$ cat src/rtl/tap_ctrl25.sv
module tap_ctrl25 #(
  parameter logic [31:0] ID_CODE  = 32'h0D5A1003,
  parameter logic [7:0]  REV_CODE = 8'h10
) (
  input  logic       tck,
  input  logic       trst_n,
  input  logic       tms,
  input  logic       tdi,
  output logic       tdo,
  output logic       tdo_oe,
  input  logic       chain_tdo,
  output logic [5:0] chain_sel,
  output logic       chain_shift,
  output logic [2:0] chain_op,
  output logic [4:0] bist_en,
  output logic       test_mode_n,
  output logic       out_hiz_n,
  output logic       bsr_pad_n,
  output logic       bsr_core_n,
  output logic       hiz_cmp,
  output logic [7:0] mode_val
);
  localparam int IR_W = 25;
  localparam int DR_W = 32;
  localparam logic [IR_W-1:0] OP_BYP  = 25'h1FFFFFF;
  localparam logic [IR_W-1:0] OP_ID   = 25'h1FFFFFE;
  localparam logic [IR_W-1:0] OP_REV  = 25'h127FFFA;
  localparam logic [IR_W-1:0] OP_MODE = 25'h123FFFA;
  localparam logic [IR_W-1:0] OP_HIZ  = 25'h1FFFFDF;

  typedef enum logic [3:0] {
    TLR, RTI, SEL_DR, CAP_DR, SH_DR, EX1_DR, PAU_DR, EX2_DR, UPD_DR,
    SEL_IR, CAP_IR, SH_IR, EX1_IR, PAU_IR, EX2_IR, UPD_IR
  } tap_st_t;

  typedef enum logic [2:0] {D_BYP, D_ID, D_REV, D_MODE, D_HIZ, D_CHAIN} dsel_t;

  tap_st_t st, st_nx;
  logic [IR_W-1:0] ir_sr, ir;
  logic [DR_W-1:0] dr_sr, dr_nx, dr_sh;
  logic [7:0] mode_q;
  logic [4:0] dr_last;
  dsel_t dsel;
  logic tdo_q, oe_q;

  always_comb begin
    case (st)
      TLR:    st_nx = tms ? TLR    : RTI;
      RTI:    st_nx = tms ? SEL_DR : RTI;
      SEL_DR: st_nx = tms ? SEL_IR : CAP_DR;
      CAP_DR: st_nx = tms ? EX1_DR : SH_DR;
      SH_DR:  st_nx = tms ? EX1_DR : SH_DR;
      EX1_DR: st_nx = tms ? UPD_DR : PAU_DR;
      PAU_DR: st_nx = tms ? EX2_DR : PAU_DR;
      EX2_DR: st_nx = tms ? UPD_DR : SH_DR;
      UPD_DR: st_nx = tms ? SEL_DR : RTI;
      SEL_IR: st_nx = tms ? TLR    : CAP_IR;
      CAP_IR: st_nx = tms ? EX1_IR : SH_IR;
      SH_IR:  st_nx = tms ? EX1_IR : SH_IR;
      EX1_IR: st_nx = tms ? UPD_IR : PAU_IR;
      PAU_IR: st_nx = tms ? EX2_IR : PAU_IR;
      EX2_IR: st_nx = tms ? UPD_IR : SH_IR;
      default: st_nx = tms ? SEL_DR : RTI;
    endcase
  end

  always_ff @(posedge tck or negedge trst_n)
    if (!trst_n) st <= TLR;
    else         st <= st_nx;

  always_ff @(posedge tck or negedge trst_n)
    if (!trst_n)           ir_sr <= '0;
    else if (st == CAP_IR) ir_sr <= {{(IR_W-2){1'b0}}, 2'b01};
    else if (st == SH_IR)  ir_sr <= {tdi, ir_sr[IR_W-1:1]};

  always_ff @(negedge tck or negedge trst_n)
    if (!trst_n)           ir <= OP_ID;
    else if (st == TLR)    ir <= OP_ID;
    else if (st == UPD_IR) ir <= ir_sr;

  always_comb begin
    if (!ir[IR_W-1])       dsel = D_CHAIN;
    else if (ir == OP_ID)   dsel = D_ID;
    else if (ir == OP_REV)  dsel = D_REV;
    else if (ir == OP_MODE) dsel = D_MODE;
    else if (ir == OP_HIZ)  dsel = D_HIZ;
    else                    dsel = D_BYP;
    case (dsel)
      D_ID:           dr_last = 5'(DR_W - 1);
      D_REV, D_MODE:  dr_last = 5'd7;
      default:        dr_last = 5'd0;
    endcase
  end

  assign dr_sh = {1'b0, dr_sr[DR_W-1:1]};
  always_comb
    for (int i = 0; i < DR_W; i++)
      dr_nx[i] = (5'(i) == dr_last) ? tdi : dr_sh[i];

  always_ff @(posedge tck or negedge trst_n)
    if (!trst_n) dr_sr <= '0;
    else if (st == CAP_DR)
      case (dsel)
        D_ID:    dr_sr <= ID_CODE;
        D_REV:   dr_sr <= {{(DR_W-8){1'b0}}, REV_CODE};
        D_MODE:  dr_sr <= {{(DR_W-8){1'b0}}, mode_q};
        default: dr_sr <= '0;
      endcase
    else if (st == SH_DR) dr_sr <= dr_nx;

  always_ff @(negedge tck or negedge trst_n)
    if (!trst_n)                            mode_q <= '0;
    else if (st == TLR)                     mode_q <= '0;
    else if (st == UPD_DR && dsel == D_MODE) mode_q <= dr_sr[7:0];

  always_ff @(negedge tck or negedge trst_n)
    if (!trst_n) begin
      tdo_q <= 1'b0;
      oe_q  <= 1'b0;
    end else begin
      oe_q  <= (st == SH_IR) || (st == SH_DR);
      tdo_q <= (st == SH_IR) ? ir_sr[0] :
               (st == SH_DR) ? ((dsel == D_CHAIN) ? chain_tdo : dr_sr[0]) : 1'b0;
    end

  assign tdo         = tdo_q;
  assign tdo_oe      = oe_q;
  assign chain_sel   = ir[23:18];
  assign chain_shift = (dsel == D_CHAIN) && (st == SH_DR);
  assign chain_op    = ir[2:0];
  assign bist_en     = {ir[17:16], ir[9:7]};
  assign test_mode_n = ir[6];
  assign out_hiz_n   = ir[5];
  assign bsr_pad_n   = ir[4];
  assign bsr_core_n  = ir[3];
  assign hiz_cmp     = (ir == OP_HIZ);
  assign mode_val    = mode_q;


  oe_only_shift_chk: assert property (@(posedge tck) disable iff (!trst_n)
    tdo_oe |-> (st == SH_IR || st == SH_DR));


  reset_ctl_high_chk: assert property (@(posedge tck) disable iff (!trst_n)
    (st == TLR && $past(st) == TLR) |->
      ({test_mode_n, out_hiz_n, bsr_pad_n, bsr_core_n} == 4'hF && mode_val == 8'h00));


  ir_update_only_chk: assert property (@(posedge tck) disable iff (!trst_n)
    !$stable(chain_sel) |-> (st == UPD_IR || st == TLR));


  mode_write_only_chk: assert property (@(posedge tck) disable iff (!trst_n)
    !$stable(mode_val) |-> ((st == UPD_DR && dsel == D_MODE) || st == TLR));
endmodule

$ cat config.mk
export PLATFORM = sky130hd
export DESIGN_NAME = tap_ctrl25
export DESIGN_NICKNAME = d
export VERILOG_FILES = /design/src/rtl/tap_ctrl25.sv
export SDC_FILE = /design/constraint.sdc
export NUM_CORES = 1
export LEC_CHECK = 0
export ABC_AREA = 1
export BUFFER_PORTS_ARGS = -buffer_cell sky130_fd_sc_hd__buf_2
export CAP_MARGIN = 25
export CORE_UTILIZATION = 65
export CTS_BUF_LIST = sky130_fd_sc_hd__clkbuf_4 sky130_fd_sc_hd__clkbuf_8
export CTS_CLUSTER_SIZE = 10
export DETAILED_ROUTE_END_ITERATION = 8
export PLACE_DENSITY = 0.86
export SLEW_MARGIN = 20
export SYNTH_ARGS = -nofsm -noshare
export SYNTH_HDL_FRONTEND = slang
export SYNTH_SLANG_ARGS = --single-unit
export TNS_END_PERCENT = 1
$ cat constraint.sdc
create_clock -name tck -period 4.2 [get_ports tck]
set_input_delay 1.26 -clock tck [delete_from_list [all_inputs] [get_ports tck]]
set_output_delay 1.26 -clock tck [all_outputs]
set_load 0.01 [all_outputs]
==> reports/results.txt, run 1 <==
launch point of the worst path: ir[16]$_DFFE_NN1P_
via/cell ratio: 6.13
Reg2Reg Launch Point: ir[23]$_DFFE_NN1P_
setup repair after global routing missed its margin: yes
port bufs: 34
Routed Antenna Nets: 0
Congestion Overflow GR: 0
Syn Nets: 474
CTS tree: built
final hold violation count: 0
Layout fillers: 325
drt wl/cell: 17.8 um
clock-pin slew on the worst setup and hold paths: 60 ps
largest net degree at the start of global routing: 41
DP HPWL: 6370 um
Via Count: 3897
Post-Synthesis Cells: 469
initial core utilization: 67.5%
Die Footprint: 6960 sq um
clk_lat worst skew: 460 ps
Final Setup Violations: 42
DRC errors left: 0
clk sinks: 96
Req. time, crit path: 2940 ps
H-tree Lvls: 3
Seq cells post-synth: 96
Critical Path AT: 3890 ps
sequential area share after synthesis: 56.5%
vias in the first global route: 3841
Final Total Pwr: 3570 uW
synthesized cell area: 4310 sq um
Area growth, synth to finish: 22.6%
nets: 559
# rows: 29
top cells by area, synth: dfrtp_1 35%, dfstp_2 15%, inv_1 7.4%
Die Y: 83.4 um
post-synth cell types: 32
layout cells sized above 1: 27.7%
FFs w/ async S/R, synth: 100%
Post-synth top flop: dfrtp_1
VDD IR-drop max: 450 uV
TritonCTS buffer count: 9
Post-Route Utilization: 82.7%
count leader, synth: inv_1
Pre-antenna DRT Iters: 5
leakage: 0.00270 uW
hold crit path type: reg -> reg
count of max-cap constraint violations: 0
worst-path cell chain: nand2_2 -> nor2_2 -> inv_1 -> nor2_2 -> nor4b_4 -> buf_2
Clock Root Buffer: clkbuf_8
status: complete, but fails checks
Synth top area share: 35.4%
relative slew slack: 51.2%
worst stage delay on the critical path: 570 ps
Die W: 83.4 um
GRT Util Overall: 33.8%
slowest CP cell: dfstp_2
Post-synth EDFFs: 0
Total Wirelength: 11300 um
cell mode on critical path: nor2_2
Final WS setup: -952 ps
Ports: 35
routability cong.: 0.972
first-pass GRT wire length: 18300 um
Warnings, synthesis: 0
CP Capture Type: output port
Total Neg Setup Slack: -13320 ps
CP Class: reg -> out
initial antenna violation count: 0
1st-iter DRT viols: 405
core area: 6390 sq um
hold path start: mode_val[3]$_DFFE_NN0P_
area leader, netlist: dfrtp_1
number of hold buffers added after CTS: 0
Power per Cell Area: 676 nW/um^2
Longest Clk Path Bufs: 2
CP Max Fanout: 2
fin. max-slew vios: 0
Worst setup SP type: register
Worst Tran Pin Value: 731 ps
skew final: 111 ps
violated checks: setup timing
Post-synth top cells: 85 x inv_1, 63 x nand2_1, 61 x dfrtp_1
Mapped Avg Cell Area: 9.19 sq um
Inserted Diodes: 0
final cells by class:
cell class              instances  area [sq um]  share of cell area (%)
clock buffers                   9           124                    2.35
multi-input cells             248          1390                    26.3
repair buffers                 83           749                    14.2
clock inverters                31           146                    2.77
well taps                      77          96.3                    1.82
inverters                      92           345                    6.54
flip-flops and latches         96          2430                    46.1
state kept, by name (all words and copies together), names as in the netlist:
register / flops
dr_sr: 32
ir: 25
ir_sr: 25
mode_val: 8
st: 4
tdo: 1
tdo_oe: 1
cell usage in the layout, fill, tap and decap left out, types with 5 or more instances in the layout:
cell | Yosys | routed
o21ai_0 | 20 | 19
dfstp_2 | 24 | 24
inv_2 | 8 | 9
buf_2 | 10 | 15
a21oi_1 | 13 | 12
nand2_2 | 2 | 5
nand3_1 | 20 | 20
buf_4 | 14 | 29
buf_6 | 2 | 37
nand2_1 | 63 | 60
dfrtn_1 | 11 | 11
nor2_1 | 30 | 26
o21ai_1 | 6 | 6
o22ai_1 | 47 | 47
nor2_2 | 5 | 9
inv_1 | 85 | 108
o211ai_1 | 19 | 19
clkbuf_8 | 0 | 9
o221ai_1 | 7 | 7
dfrtp_1 | 61 | 61
what timing repair did:
item                       4_1_cts  5_1_grt
cloned                           0        0
setup buffers                   16        0
gates resized for setup         41        9
setup endpoints to repair       30       43
pin swaps                        5        2
routing by layer:
metal	global-route usage (%)	share of wire (%)	vias up
li1	-	-	1706
met1	42.3	39	1873
met2	54.1	48	246
met3	7.55	7.4	72
met4	20.5	5.4	0
met5	0	0	-
power breakdown:
group	switching [uW]	total [uW]	internal (uW)
Clock	436	691	255
Combinational	892	1560	669
Sequential	127	1320	1190
Total	1450	3570	2110
per-stage QoR:
stage | hold slack [ps] | area, sq um | std cells | setup WS, ps
2_1_floorplan | 481 | 4330 | 469 | -278
3_3_place_gp | 489 | 4670 | 581 | -397
3_5_place_dp | 498 | 4670 | 581 | -401
4_1_cts | 502 | 5250 | 636 | -817
5_1_grt | 520 | 5280 | 636 | -1040
6_report | 500 | 5280 | 636 | -952
critical path, delay by kind of cell, from the launching register on:
| kind | cells | cell delay (ps) |
|---|---|---|
| flip-flops | 1 | 570 |
| AND/OR/NAND/NOR | 4 | 550 |
| buffers and inverters | 2 | 230 |
final timing paths:
kind                            slack, ps                      end  cells after the start
worst max-delay path                 -950                  hiz_cmp                      6
worst min-delay path                  500  mode_val[3]$_DFFE_NN0P_                      2
worst max register to register       -710     dr_sr[0]$_DFFE_PN0N_                     20
worst min register to register        500  mode_val[3]$_DFFE_NN0P_                      2
max in group asynchronous             990        ir[6]$_DFFE_NN1P_                      2
min in group asynchronous             840     dr_sr[6]$_DFFE_PN0N_                      2
logic make-up (layout without fill, tap and decap cells):
logic type | Yosys count | in the layout | share of synthesized area [%]
and+or+nand+nor | 131 | 131 | 13.8
buffers and inverters | 125 | 215 | 12.8
DFF | 96 | 96 | 56.5
AOI/OAI and AO/OA | 117 | 117 | 17.0
Note: power is estimated with default switching activity, not from simulation.
==> run 2: changes to the inputs <==
Settings changed: BUFFER_PORTS_ARGS -buffer_cell sky130_fd_sc_hd__buf_2 to not set, DONT_BUFFER_PORTS set to 1, PLACE_DENSITY 0.86 to 0.81.
==> reports/results.txt, run 2 (synthesis results as in run 1) <==
Final Total Pwr: 3370 uW (was 3570 uW)
Flop pwr share: 38.9% (was 36.9%)
Worst Tran Pin Value: 736 ps (was 731 ps)
Hold Path Depth: 2 (unchanged)
Req. time, crit path: 2940 ps (about the same)
layout cells sized above 1: 20.8% (was 27.7%)
Area growth, synth to finish: 14.1% (was 22.6%)
Pre-antenna DRT Iters: 6 (was 5)
top flop regs: dr_sr: 32 flops, ir: 25 flops, ir_sr: 25 flops (unchanged)
TritonCTS buffer count: 9 (unchanged)
CP Max Fanout: 2 (unchanged)
status: complete, but fails checks (unchanged)
Die W: 83.4 um (unchanged)
switch share: 37.9% (was 40.8%)
GRT Util Overall: 30.2% (was 33.8%)
Total Neg Setup Slack: -4780 ps (was -13320 ps)
initial antenna violation count: 0 (unchanged)
leakage: 0.00246 uW (was 0.00270 uW)
Worst setup SP type: register (unchanged)
Largest register FFs: 32 (unchanged)
Reg2Reg Launch Point: ir[18]$_DFFE_NN1P_ (was ir[23]$_DFFE_NN1P_)
combinational share of power: 37.9% (was 43.8%)
VDD IR-drop max: 423 uV (was 450 uV)
port bufs: 0 (was 34)
Total Wirelength: 9620 um (was 11300 um)
DRC errors left: 0 (unchanged)
routability cong.: 0.878 (was 0.972)
Final WS setup: -758 ps (was -952 ps)
Via Count: 3441 (was 3897)
Power per Cell Area: 685 nW/um^2 (was 676 nW/um^2)
register area: 2430 sq um (unchanged)
clk sinks: 96 (unchanged)
Die Y: 83.4 um (unchanged)
Place WS: -391 ps (was -401 ps)
setup repair after global routing missed its margin: yes (unchanged)
final hold violation count: 0 (unchanged)
clock-pin slew on the worst setup and hold paths: 40 ps (was 60 ps)
fin. max-slew vios: 0 (unchanged)
# rows: 29 (unchanged)
commonest cells after routing, fill and taps aside: 107 x inv_1, 62 x nand2_1, 61 x dfrtp_1 (was 108 x inv_1, 61 x dfrtp_1, 60 x nand2_1)
Hold Crit Endpoint: ir[13]$_DFFE_NN1P_ (was mode_val[3]$_DFFE_NN0P_)
Clock power frac: 23.2% (was 19.4%)
Critical Path AT: 3700 ps (was 3890 ps)
commonest non-fill, non-tap cell in the layout: inv_1 (unchanged)
via/cell ratio: 5.81 (was 6.13)
drt wl/cell: 16.2 um (was 17.8 um)
largest net degree at the start of global routing: 97 (was 41)
CP Class: reg -> out (unchanged)
R2R Path End: dr_sr[7]$_DFFE_PN0N_ (was dr_sr[0]$_DFFE_PN0N_)
skew final: 74.6 ps (was 111 ps)
Layout fillers: 438 (was 325)
core area: 6390 sq um (unchanged)
count of max-cap constraint violations: 0 (unchanged)
nets: 515 (was 559)
Routed Antenna Nets: 0 (unchanged)
vias in the first global route: 3514 (was 3841)
Congestion Overflow GR: 0 (unchanged)
CP Capture Type: output port (unchanged)
Non-Filler Instances: 592 (was 636)
Inserted Diodes: 0 (unchanged)
Ports: 35 (unchanged)
internal power: 2090 uW (was 2110 uW)
Post-Place Cells: 545 (was 581)
DP HPWL: 6220 um (was 6370 um)
Final Setup Violations: 23 (was 42)
violated checks: setup timing (unchanged)
number of hold buffers added after CTS: 0 (unchanged)
relative slew slack: 50.9% (was 51.2%)
first-pass GRT wire length: 16500 um (was 18300 um)
Die Footprint: 6960 sq um (unchanged)
Clock Root Buffer: clkbuf_8 (unchanged)
worst r2r path cells: 16 (was 20)
FF-to-FF setup slack: 20 ps (was -710 ps)
1st-iter DRT viols: 303 (was 405)
CTS tree: built (unchanged)
Sw Pwr: 1280 uW (was 1450 uW)
hold crit path type: reg -> reg (unchanged)
hold slack: 500 ps (about the same)
Longest Clk Path Bufs: 2 (unchanged)
multi-input logic area: 1370 sq um (was 1390 sq um)
clk_lat worst skew: 420 ps (was 460 ps)
hold path start: ir[13]$_DFFE_NN1P_ (was mode_val[3]$_DFFE_NN0P_)
Biggest register: dr_sr (unchanged)
initial core utilization: 67.5% (unchanged)
H-tree Lvls: 3 (unchanged)
-- run 2: cell type report --
class / count / share of cell area (%)
Sequential cell: 96 / 49.5
Clock inverter: 28 / 3.41
Timing Repair Buffer: 39 / 7.10
Multi-Input combinational cell: 248 / 27.9
Clock buffer: 12 / 3.10
Tap cell: 77 / 1.96
Inverter: 92 / 7.02
-- run 2: what timing repair did --
item	CTS	global route
setup buffers	8	0
pin swaps	4	2
setup endpoints to repair	23	29
resized for setup	18	7
-- run 2: worst max-delay path, stage by stage (launching register included) --
cell	delay, ps
dfstp_2	530
nand2_1	60
nor2_1	110
nand2_1	100
nor2_4	110
nor4b_4	260
-- run 2: worst max path at each step --
stage	from	end	slack [ps]	cells after the start
6_report	ir[22]$_DFFE_NN1P_	hiz_cmp	-760	5
5_1_grt	ir[21]$_DFFE_NN1P_	hiz_cmp	-820	5
4_1_cts	ir[23]$_DFFE_NN1P_	hiz_cmp	-740	5
3_5_place_dp	ir[17]$_DFFE_NN1P_	hiz_cmp	-390	5
3_3_place_gp	ir[22]$_DFFE_NN1P_	hiz_cmp	-320	5
2_1_floorplan	ir[22]$_DFFE_NN1P_	hiz_cmp	-280	5
-- run 2: power groups by stage --
stage                     combinational [uW]  sequential [uW]  clock, uW
after floorplan                          823             1310       36.4
after global placement                  1090             1300       36.4
after detailed placement                1120             1310       36.4
after CTS                               1240             1300        781
after global routing                    1400             1330        841
final                                   1280             1310        783
-- run 2: through the flow --
step	util, %	area, sq um
final	77.0	4920
after global routing	77.0	4920
after CTS	76.6	4890
after detailed placement	69.7	4450
after global placement	69.7	4450
after floorplan	-	4330
-- run 2: per-layer routing --
| layer | track usage [%] | vias up | wire, um |
|---|---|---|---|
| met2 | 47.9 | 142 | 4740 |
| met5 | 0 | - | 0 |
| met4 | 13.9 | 0 | 238 |
| met1 | 39.2 | 1644 | 3970 |
| li1 | - | 1626 | - |
| met3 | 7.85 | 29 | 676 |
